### src/rtl/cfg_window_pkg.sv
package cfg_window_pkg;

    localparam int DATA_W   = 8;
    localparam int OFF_W    = 3;
    localparam int NUM_SETS = 2;

    localparam logic [OFF_W-1:0] OFF_RD_TIM = 3'd0;
    localparam logic [OFF_W-1:0] OFF_WR_TIM = 3'd1;
    localparam logic [OFF_W-1:0] OFF_KEY    = 3'd2;
    localparam logic [OFF_W-1:0] OFF_CTRL   = 3'd3;
    localparam logic [OFF_W-1:0] OFF_STRAP  = 3'd5;
    localparam logic [OFF_W-1:0] OFF_MISC   = 3'd6;
    localparam logic [OFF_W-1:0] OFF_PROBE  = 3'd1;

    localparam logic [DATA_W-1:0] KEY_OPEN    = 8'h03;
    localparam logic [DATA_W-1:0] KEY_CLOSE   = 8'h83;
    localparam logic [DATA_W-1:0] SETB_UNLOCK = 8'hC0;

    typedef enum logic [1:0] {
        SQ_IDLE = 2'd0,
        SQ_ONE  = 2'd1,
        SQ_TWO  = 2'd2
    } seq_state_e;

    typedef struct packed {
        logic [DATA_W-1:0] rd;
        logic [DATA_W-1:0] wr;
    } tim_set_t;

    typedef struct packed {
        logic              valid;
        logic              write;
        logic              word;
        logic [OFF_W-1:0]  off;
        logic [DATA_W-1:0] data;
    } bus_acc_t;

    function automatic logic is_probe_read(bus_acc_t a);
        return a.valid && !a.write && a.word && (a.off == OFF_PROBE);
    endfunction

    function automatic logic is_byte_wr(bus_acc_t a, logic [OFF_W-1:0] o,
                                        logic [DATA_W-1:0] v);
        return a.valid && a.write && !a.word && (a.off == o) && (a.data == v);
    endfunction

endpackage

### src/rtl/cfg_window_seq.sv
module cfg_window_seq
    import cfg_window_pkg::*;
(
    input  logic     clk,
    input  logic     rst,
    input  bus_acc_t acc,
    output logic     win_open
);

    seq_state_e state;
    logic       probe_rd;
    logic       open_key;
    logic       close_key;

    assign probe_rd  = is_probe_read(acc);
    assign open_key  = is_byte_wr(acc, OFF_KEY, KEY_OPEN);
    assign close_key = is_byte_wr(acc, OFF_KEY, KEY_CLOSE);

    always_ff @(posedge clk) begin
        if (rst) begin
            state    <= SQ_IDLE;
            win_open <= 1'b0;
        end else if (acc.valid) begin
            if (win_open) begin
                state <= SQ_IDLE;
                if (close_key) win_open <= 1'b0;
            end else begin
                unique case (state)
                    SQ_IDLE: state <= probe_rd ? SQ_ONE : SQ_IDLE;
                    SQ_ONE:  state <= probe_rd ? SQ_TWO : SQ_IDLE;
                    SQ_TWO: begin
                        state <= SQ_IDLE;
                        if (open_key) win_open <= 1'b1;
                    end
                    default: state <= SQ_IDLE;
                endcase
            end
        end
    end

    AST_OPEN_ON_KEY: assert property (@(posedge clk) disable iff (rst)
        $rose(win_open) |-> $past(open_key));

    AST_BREAK_TO_IDLE: assert property (@(posedge clk) disable iff (rst)
        (!win_open && acc.valid && state != SQ_IDLE && !probe_rd && !open_key)
        |=> (state == SQ_IDLE) && !win_open);

    AST_CLOSE_ON_KEY: assert property (@(posedge clk) disable iff (rst)
        (win_open && close_key) |=> !win_open);

    AST_OTHER_KEY_KEEPS: assert property (@(posedge clk) disable iff (rst)
        (win_open && !close_key) |=> win_open);

endmodule

### src/rtl/cfg_window_regs.sv
module cfg_window_regs
    import cfg_window_pkg::*;
#(
    parameter logic [DATA_W-1:0] RST_TIM = 8'hFF
) (
    input  logic                       clk,
    input  logic                       rst,
    input  bus_acc_t                   acc,
    input  logic                       win_open,
    input  logic                       strap_clk25,
    output tim_set_t [NUM_SETS-1:0]    sets,
    output logic [DATA_W-1:0]          ctrl,
    output logic [DATA_W-1:0]          misc,
    output logic [DATA_W-1:0]          rd_data,
    output logic                       rd_hit
);

    localparam int IDX_W = $clog2(NUM_SETS);

    logic             setb_en;
    logic             wr_en;
    logic [IDX_W-1:0] idx;
    tim_set_t         cur;

    assign wr_en = win_open && acc.valid && acc.write;
    assign idx   = IDX_W'(setb_en & misc[0]);
    assign cur   = sets[idx];

    for (genvar g = 0; g < NUM_SETS; g++) begin : g_set
        always_ff @(posedge clk) begin
            if (rst) begin
                sets[g] <= '{rd: RST_TIM, wr: RST_TIM};
            end else if (wr_en && (idx == IDX_W'(g))) begin
                if (acc.off == OFF_RD_TIM) sets[g].rd <= acc.data;
                if (acc.off == OFF_WR_TIM) sets[g].wr <= acc.data;
            end
        end
    end

    always_ff @(posedge clk) begin
        if (rst) begin
            ctrl    <= '0;
            misc    <= '0;
            setb_en <= 1'b0;
        end else begin
            if (wr_en && acc.off == OFF_CTRL) ctrl <= acc.data;
            if (wr_en && acc.off == OFF_MISC) misc <= acc.data;
            if (!win_open && is_byte_wr(acc, OFF_CTRL, SETB_UNLOCK))
                setb_en <= 1'b1;
        end
    end

    always_comb begin
        rd_hit  = 1'b0;
        rd_data = '0;
        if (win_open && acc.valid && !acc.write) begin
            rd_hit = 1'b1;
            unique case (acc.off)
                OFF_RD_TIM: rd_data = cur.rd;
                OFF_WR_TIM: rd_data = cur.wr;
                OFF_CTRL:   rd_data = ctrl;
                OFF_STRAP:  rd_data = {{(DATA_W-1){1'b0}}, strap_clk25};
                OFF_MISC:   rd_data = misc;
                default:    rd_hit  = 1'b0;
            endcase
        end
    end

    AST_CLOSED_FROZEN: assert property (@(posedge clk) disable iff (rst)
        !win_open |=> $stable(sets) && $stable(ctrl) && $stable(misc));

    AST_STRAP_WR_IGNORED: assert property (@(posedge clk) disable iff (rst)
        (wr_en && acc.off == OFF_STRAP)
        |=> $stable(sets) && $stable(ctrl) && $stable(misc));

    AST_SETB_LOCKED: assert property (@(posedge clk) disable iff (rst)
        !setb_en |=> $stable(sets[1]));

endmodule

### src/rtl/cfg_window_drive_mux.sv
module cfg_window_drive_mux
    import cfg_window_pkg::*;
(
    input  logic                    clk,
    input  logic                    rst,
    input  tim_set_t [NUM_SETS-1:0] sets,
    input  logic [DATA_W-1:0]       ctrl,
    input  logic [DATA_W-1:0]       misc,
    input  logic                    drive_sel,
    output logic [DATA_W-1:0]       act_rd_tim,
    output logic [DATA_W-1:0]       act_wr_tim,
    output logic [DATA_W-1:0]       act_misc
);

    logic     use_set;
    tim_set_t chosen;

    assign use_set    = ctrl[0] & drive_sel;
    assign chosen     = sets[use_set];
    assign act_rd_tim = chosen.rd;
    assign act_wr_tim = chosen.wr;
    assign act_misc   = misc;

    AST_SHARED_SET_A: assert property (@(posedge clk) disable iff (rst)
        !ctrl[0] |-> (act_rd_tim == sets[0].rd) && (act_wr_tim == sets[0].wr));

    AST_DRIVE1_SET_B: assert property (@(posedge clk) disable iff (rst)
        (ctrl[0] && drive_sel) |-> (act_rd_tim == sets[1].rd));

endmodule

### src/rtl/cfg_window_top.sv
module cfg_window_top
    import cfg_window_pkg::*;
#(
    parameter logic [7:0] RST_TIM = 8'hFF
) (
    input  logic       clk,
    input  logic       rst,
    input  logic       acc_valid,
    input  logic       acc_write,
    input  logic       acc_word,
    input  logic [2:0] acc_off,
    input  logic [7:0] acc_wdata,
    input  logic       strap_clk25,
    input  logic       drive_sel,
    output logic [7:0] rd_data,
    output logic       rd_hit,
    output logic       win_open,
    output logic [7:0] act_rd_tim,
    output logic [7:0] act_wr_tim,
    output logic [7:0] act_misc
);

    bus_acc_t                acc;
    tim_set_t [NUM_SETS-1:0] sets;
    logic [DATA_W-1:0]       ctrl;
    logic [DATA_W-1:0]       misc;

    assign acc = '{valid: acc_valid, write: acc_write, word: acc_word,
                   off: acc_off, data: acc_wdata};

    cfg_window_seq u_seq (
        .clk      (clk),
        .rst      (rst),
        .acc      (acc),
        .win_open (win_open)
    );

    cfg_window_regs #(.RST_TIM(RST_TIM)) u_regs (
        .clk         (clk),
        .rst         (rst),
        .acc         (acc),
        .win_open    (win_open),
        .strap_clk25 (strap_clk25),
        .sets        (sets),
        .ctrl        (ctrl),
        .misc        (misc),
        .rd_data     (rd_data),
        .rd_hit      (rd_hit)
    );

    cfg_window_drive_mux u_mux (
        .clk        (clk),
        .rst        (rst),
        .sets       (sets),
        .ctrl       (ctrl),
        .misc       (misc),
        .drive_sel  (drive_sel),
        .act_rd_tim (act_rd_tim),
        .act_wr_tim (act_wr_tim),
        .act_misc   (act_misc)
    );

endmodule

### config.mk
export PLATFORM = sky130hd
export DESIGN_NAME = cfg_window_top
export DESIGN_NICKNAME = d
export VERILOG_FILES = /design/src/rtl/cfg_window_pkg.sv /design/src/rtl/cfg_window_seq.sv /design/src/rtl/cfg_window_regs.sv /design/src/rtl/cfg_window_drive_mux.sv /design/src/rtl/cfg_window_top.sv
export SDC_FILE = /design/constraint.sdc
export NUM_CORES = 1
export LEC_CHECK = 0
export BUFFER_PORTS_ARGS = -buffer_cell sky130_fd_sc_hd__clkbuf_2
export CORE_ASPECT_RATIO = 0.9
export CORE_UTILIZATION = 47
export CTS_BUF_LIST = sky130_fd_sc_hd__clkbuf_4 sky130_fd_sc_hd__clkbuf_8
export CTS_CLUSTER_SIZE = 10
export DETAILED_ROUTE_END_ITERATION = 7
export PLACE_DENSITY = 0.7
export SETUP_SLACK_MARGIN = 0.02
export SLEW_MARGIN = 20
export SYNTH_ARGS = -nofsm -noshare
export SYNTH_HDL_FRONTEND = slang
export SYNTH_SLANG_ARGS = --single-unit
### constraint.sdc
create_clock -name clk -period 2.1 [get_ports clk]
set_input_delay 0.42 -clock clk [delete_from_list [all_inputs] [get_ports clk]]
set_output_delay 0.42 -clock clk [all_outputs]
set_load 0.01 [all_outputs]
# Yosys cells after proc, flatten, opt, wreduce, memory -nomap -nowiden
# Cells that the tools add are included.
word_totals:
  rom_bits: 0
  ramBits: 0
  n_memories: 0
  latch_bits: 0
  ff_bits: 52
  inputBits: 18
  output_inout_bits: 34
  wordCells: 68
op_classes:
  add_sub_neg: 0
  n_mux: 16
  n_shift: 0
  multipliers: 0
  div_mod_pow: 0
  reduce_logical: 28
  eq_ne: 10
  bitwise: 3
  magnitude_cmp: 2
ops:
  columns: ["op", "count"]
  rows:
  - ["2-to-1 mux 16 bit", 4]
  - ["case mux 8 bit (5 select lines)", 1]
  - ["logical AND 1 bit", 18]
  - ["== test 8 bit (second input constant)", 2]
  - ["== test 8 x 2 -> 1 bit (second input constant)", 1]
  - ["2-to-1 mux 8 bit", 1]
  - ["AND reduction 2 bit", 4]
  - ["2-to-1 mux 1 bit", 7]
  - ["== test 3 x 2 -> 1 bit (second input constant)", 2]
  - ["== test 3 bit (second input constant)", 2]
  - ["OR reduction 5 bit", 1]
  - ["< comparator 1 x 2 -> 1 bit (second input constant)", 2]
  - ["2-to-1 mux 2 bit", 2]
  - ["case mux 2 bit (2 select lines)", 1]
  - ["== test 3 x 1 -> 1 bit (second input constant)", 1]
  - ["logical NOT 1 bit", 3]
  - ["logical NOT 3 bit", 1]
  - ["bitwise AND 1 bit", 2]
  - ["== test 2 x 1 -> 1 bit (second input constant)", 1]
  - ["== test 2 bit (second input constant)", 1]
  - ["logical NOT 2 bit", 1]
  - ["NOT 1 bit", 1]

# Longest topological paths before layout
logic_depth:
  ltp_word: 7
  depth_mapped: 7
  ltp_nobuf: 4

# Hierarchy
# From an unflattened synthesis, not the netlist that was laid out.
unflattened:
  cells_unflattened: 389
  hier_area_um2: 3265.6
modules_own_cells:
  columns: ["mod", "area_per_inst_um2", "cells_per_inst", "seq_area_each_um2", "n_inst"]
  rows:
  - ["cfg_window_regs", 2773.9, 343, 980.9, 1]
  - ["cfg_window_drive_mux", 295.3, 26, 0.0, 1]
  - ["cfg_window_seq", 196.4, 20, 60.1, 1]

# Worst setup path before layout
# Ideal clock, no wire load.
synth_timing:
  path_type: "register to output"
  from: "register u_regs.misc[0]"
  to: "output port rd_data[6]"
  n_path_buf: 1
  path_slack_ns: 0.170
  required_ns: 1.680
  arrival_time_ns: 1.510
  stages_incl_launch_ff: 6
  cell_sequence: "dfxtp_1 -> nand2_2 -> buf_2 -> mux2_2 -> a222oi_1 -> nor2_1"
synth_via:
  elab_chain_cells: 5
synth_lines:
  columns: ["item", "line_no", "source"]
  rows:
  - ["start: declaration", "cfg_window_regs.sv:13", "output logic [DATA_W-1:0] misc,"]
  - ["start signal: assignment", "cfg_window_regs.sv:47", "if (wr_en && acc.off == OFF_MISC) misc <= acc.data;"]
  - ["bitwise AND 1 bit", "cfg_window_regs.sv:26", "assign idx = IDX_W'(setb_en & misc[0]);"]
  - ["2-to-1 mux 16 bit (not written as such) (2 in a row)", "cfg_window_regs.sv:27", "assign cur = sets[idx];"]
  - ["case mux 8 bit (5 select lines)", "cfg_window_regs.sv:58", "unique case (acc.off)"]
  - ["2-to-1 mux 8 bit", "cfg_window_regs.sv:56", "if (win_open && acc.valid && !acc.write) begin"]
  - ["end: declaration", "cfg_window_top.sv:15", "output logic [7:0] rd_data,"]
# No other way between the ends. The select of a mux whose other input is x is not followed.

# Worst setup path after layout
layout_timing:
  from: "register u_regs.setb_en"
  to: "output port rd_data[1]"
layout_via:
  elab_chain_cells: 5
layout_lines:
  columns: ["item", "line_no", "source"]
  rows:
  - ["start: declaration", "cfg_window_regs.sv:20", "logic setb_en;"]
  - ["start signal: assignment", "cfg_window_regs.sv:44", "setb_en <= 1'b0;"]
  - ["start signal: assignment", "cfg_window_regs.sv:49", "setb_en <= 1'b1;"]
  - ["bitwise AND 1 bit", "cfg_window_regs.sv:26", null]
  - ["2-to-1 mux 16 bit (not written as such) (2 in a row)", "cfg_window_regs.sv:27", null]
  - ["case mux 8 bit (5 select lines)", "cfg_window_regs.sv:58", null]
  - ["2-to-1 mux 8 bit", "cfg_window_regs.sv:56", null]
# No other way between the ends. The select of a mux whose other input is x is not followed.

==> key figures <==
Run
  • MaxCap Viol Count: 0

Yosys
  • Post-Synth Simple-Gate Area: 17.5%
  • Post-synthesis net count: 297
  • Synth Warn #: 0
  • Area contributors post-synth: dfxtp_1 (39%), mux2_2 (14%), a211o_1 (10%)
  • Compound-Gate Fraction of Synth Area: 17.1%
  • FFs w/ async S/R, synth: 0%
  • Mapped Avg Cell Area: around 9.7 sq um
  • Xor/xnor share of the synthesized area: 0.325%
  • Yosys top cell by area: dfxtp_1
  • Largest family of logic cells by synthesized area: multiplexers
  • Mapped cell area: around 2700 sq um
  • Proportion of netlist area held by the largest area contributor: around 39%
  • Mux share of post-synthesis cell area: 19.7%
  • Synth Area in Adders: 0%
  • Seq/Total Area, Yosys: 38.6%
  • Most used flip-flop cell after synthesis: dfxtp_1
  • EDFF count, synth: 0
  • Post-Syn Instances: ~280
  • Synth unique cells: 40
  • #FFs+latches synth: 52

Worst setup path
  • Arrival time of the worst setup path: between 1.5 and 2 ns
  • CP Class: flop to output port
  • CP required: ~1.7 ns
  • Slowest stage delay, CP: 0.39 ns
  • Crit-path leading delay family: flip-flops
  • Crit path launch type: flop
  • CP Capture Type: output port
  • CP bufs+invs: 2
  • Crit path cell chain: nand2_8 > buf_12 > mux2_4 > a222oi_1 > nor2_1 > buf_2
  • Crit path max fanout: 6
  • CP max stage cell: dfxtp_4

Detailed routing
  • Vias/cell: 5.63
  • Antenna viol nets, final: 0
  • Per-cell routed wire length: 17.1 microns
  • Routed wire length: 6930 microns
  • Residual DRC: 0
  • DRT iter0 DRCs: 137
  • DRT Pass-1 Iters: 4
  • Routed via count: 2275

Timing
  • PnR worst setup slack: -0.115 ns
  • Final setup fails: 8
  • Worst-Margin Slew: 0.477 ns
  • Setup repair after global routing missed its margin: yes
  • Worst hold slack: 0.441 ns
  • F_max: 0.452 GHz
  • Slew headroom: roughly two thirds
  • Final min period: 2.21 ns
  • Clock skew: between 0.008 and 0.009 ns
  • Final Max Tran Viols: 0
  • Final hold violation count: 0
  • Setup TNS: -0.586 ns
  • Final Cycle Share: 105%

Clock network
  • Num Clock Sinks: 52
  • Max Buffers Root-to-Sink: 2
  • Root buffer cell: clkbuf_8
  • Quantity of hold-fixing buffers added after cts: 0
  • CTS Buf Count: 5
  • Worst-Skew Late Latency: around 0.31 ns
  • Number of H-tree levels: 2
  • Clock-pin slew on the worst setup and hold paths: 0.08 ns
  • CTS tree: built

Global routing
  • Total grt overflow: 0
  • Initial antenna violation count: 0
  • Vias in the first global route: 2044
  • Largest net degree at the start of global routing: 53
  • Global-route wire length before repair: roughly 11000 microns
  • Total GRT Usage: 23.6%

Placed design
  • RePlAce Congestion: 0.824
  • Port Buf Inserts: 51
  • Detailed placer's ending HPWL: 4650 microns
  • Placed cell area: just over 3000 sq um

Status
  • Status: finished with violations
  • Failing checks: setup timing

Floorplanning
  • Die area: a little over 6000 sq um
  • Rows: 25
  • Core area: 5380 sq um
  • Die width: 81.9 microns
  • Ports: 52
  • Initial Util: 50.2%
  • Height of the die: 73.9 microns

Power and ir drop
  • Total power: roughly 0.0017 W
  • Leakage: about 1.3 nW
  • Pwr Density: 513 nW/um^2
  • Largest vdd supply drop: 0.360 mV

Finish
  • Fraction of layout cells with a size suffix above 1: around 36%
  • Most common cell after layout, fill and taps aside: dfxtp_1
  • Final Instance Area: 3300 sq um
  • Fin util: slightly above 60%
  • Most frequent cells in the layout: dfxtp_1 (50), clkbuf_2 (47), nor2_1 (42)
  • Area grow syn2layout: 22.3%
  • Fillers: 483
  • Antenna cells: 0
  • Nets: about 350

Hold path
  • Hold crit path type: input port to flop
## Yosys cell counts (2+ instances only)
master	number
inv_1	10
nand2_1	5
and3_1	6
nand4_1	2
nand3b_1	3
a21oi_1	2
nand2b_1	2
a211o_1	31
nor2_1	42
nor2b_1	19
mux2_2	33
a22o_1	7
mux2i_1	16
buf_2	7
clkbuf_1	9
dfxtp_1	52
buf_4	2
a222oi_1	7
buf_6	3
## sequential cells by signal, indices dropped and copies added (netlist names)
signal / cells
u_regs.ctrl: 8
u_seq.win_open: 1
u_seq.state: 2
u_regs.sets: 32
u_regs.misc: 8
u_regs.setb_en: 1
## report_power, final
group          internal, W  switching [W]
Combinational    0.0000434      0.0000722
Clock             0.000264       0.000330
Sequential        0.000983   0.0000000374
Total              0.00129       0.000402
## path summary, 6_finish.rpt
kind,startpoint,to,slack [ns],cells after the start
setup reg to reg,u_seq.win_open,u_regs.ctrl[1],0.42,4
setup / recovery,u_regs.setb_en,rd_data[1],-0.11,6
hold / removal,acc_valid,u_seq.state[1],0.44,3
hold reg to reg,u_regs.sets[5],u_regs.sets[5],0.50,1
## worst reg2reg max path, cell delays in order, from the launching register on
cell and delay (ns):
dfxtp_1 0.43, and3_1 0.33, and3_1 0.50, mux2i_1 0.25
nor2_1 0.06
## layout make-up
class                      count  area (sq um)  share of cell area (%)
clock buffer                   6          82.6                    2.50
clock inverter                 2          10.0                   0.303
inverter                      10          37.5                    1.14
multi-input combinational    193          1530                    46.2
sequential                    52          1050                    31.8
tap                           67          83.8                    2.54
timing repair buffer          74           512                    15.5
## layer usage
layer  wire length, microns  global-route usage (%)  share of wire (%)
met1                   3400                    33.5                 49
met2                   3140                    36.5                 45
met3                    305                    3.73                4.4
met4                     76                    7.02                1.1
met5                      0                       0                  0
## kinds of logic (layout without fill, tap and decap cells)
kind of cell	after synthesis	count (layout)
simple gates	90	90
compound gates	53	53
flops	52	52
mux	49	49
buf+inv	34	92
xor+xnor	1	1
## per-stage QoR
stage	cells	setup WS, ns
2_1_floorplan	279	0.170
3_3_place_gp	392	0.139
3_5_place_dp	392	0.102
4_1_cts	402	-0.120
5_1_grt	404	-0.178
6_report	404	-0.115
## timing repair
item,CTS,global route
cloned,0,1
setup endpoints to repair,8,8
setup buffers,2,1
pin swaps,11,6
gates resized for setup,13,8
Power figures use the tool's default switching activity.
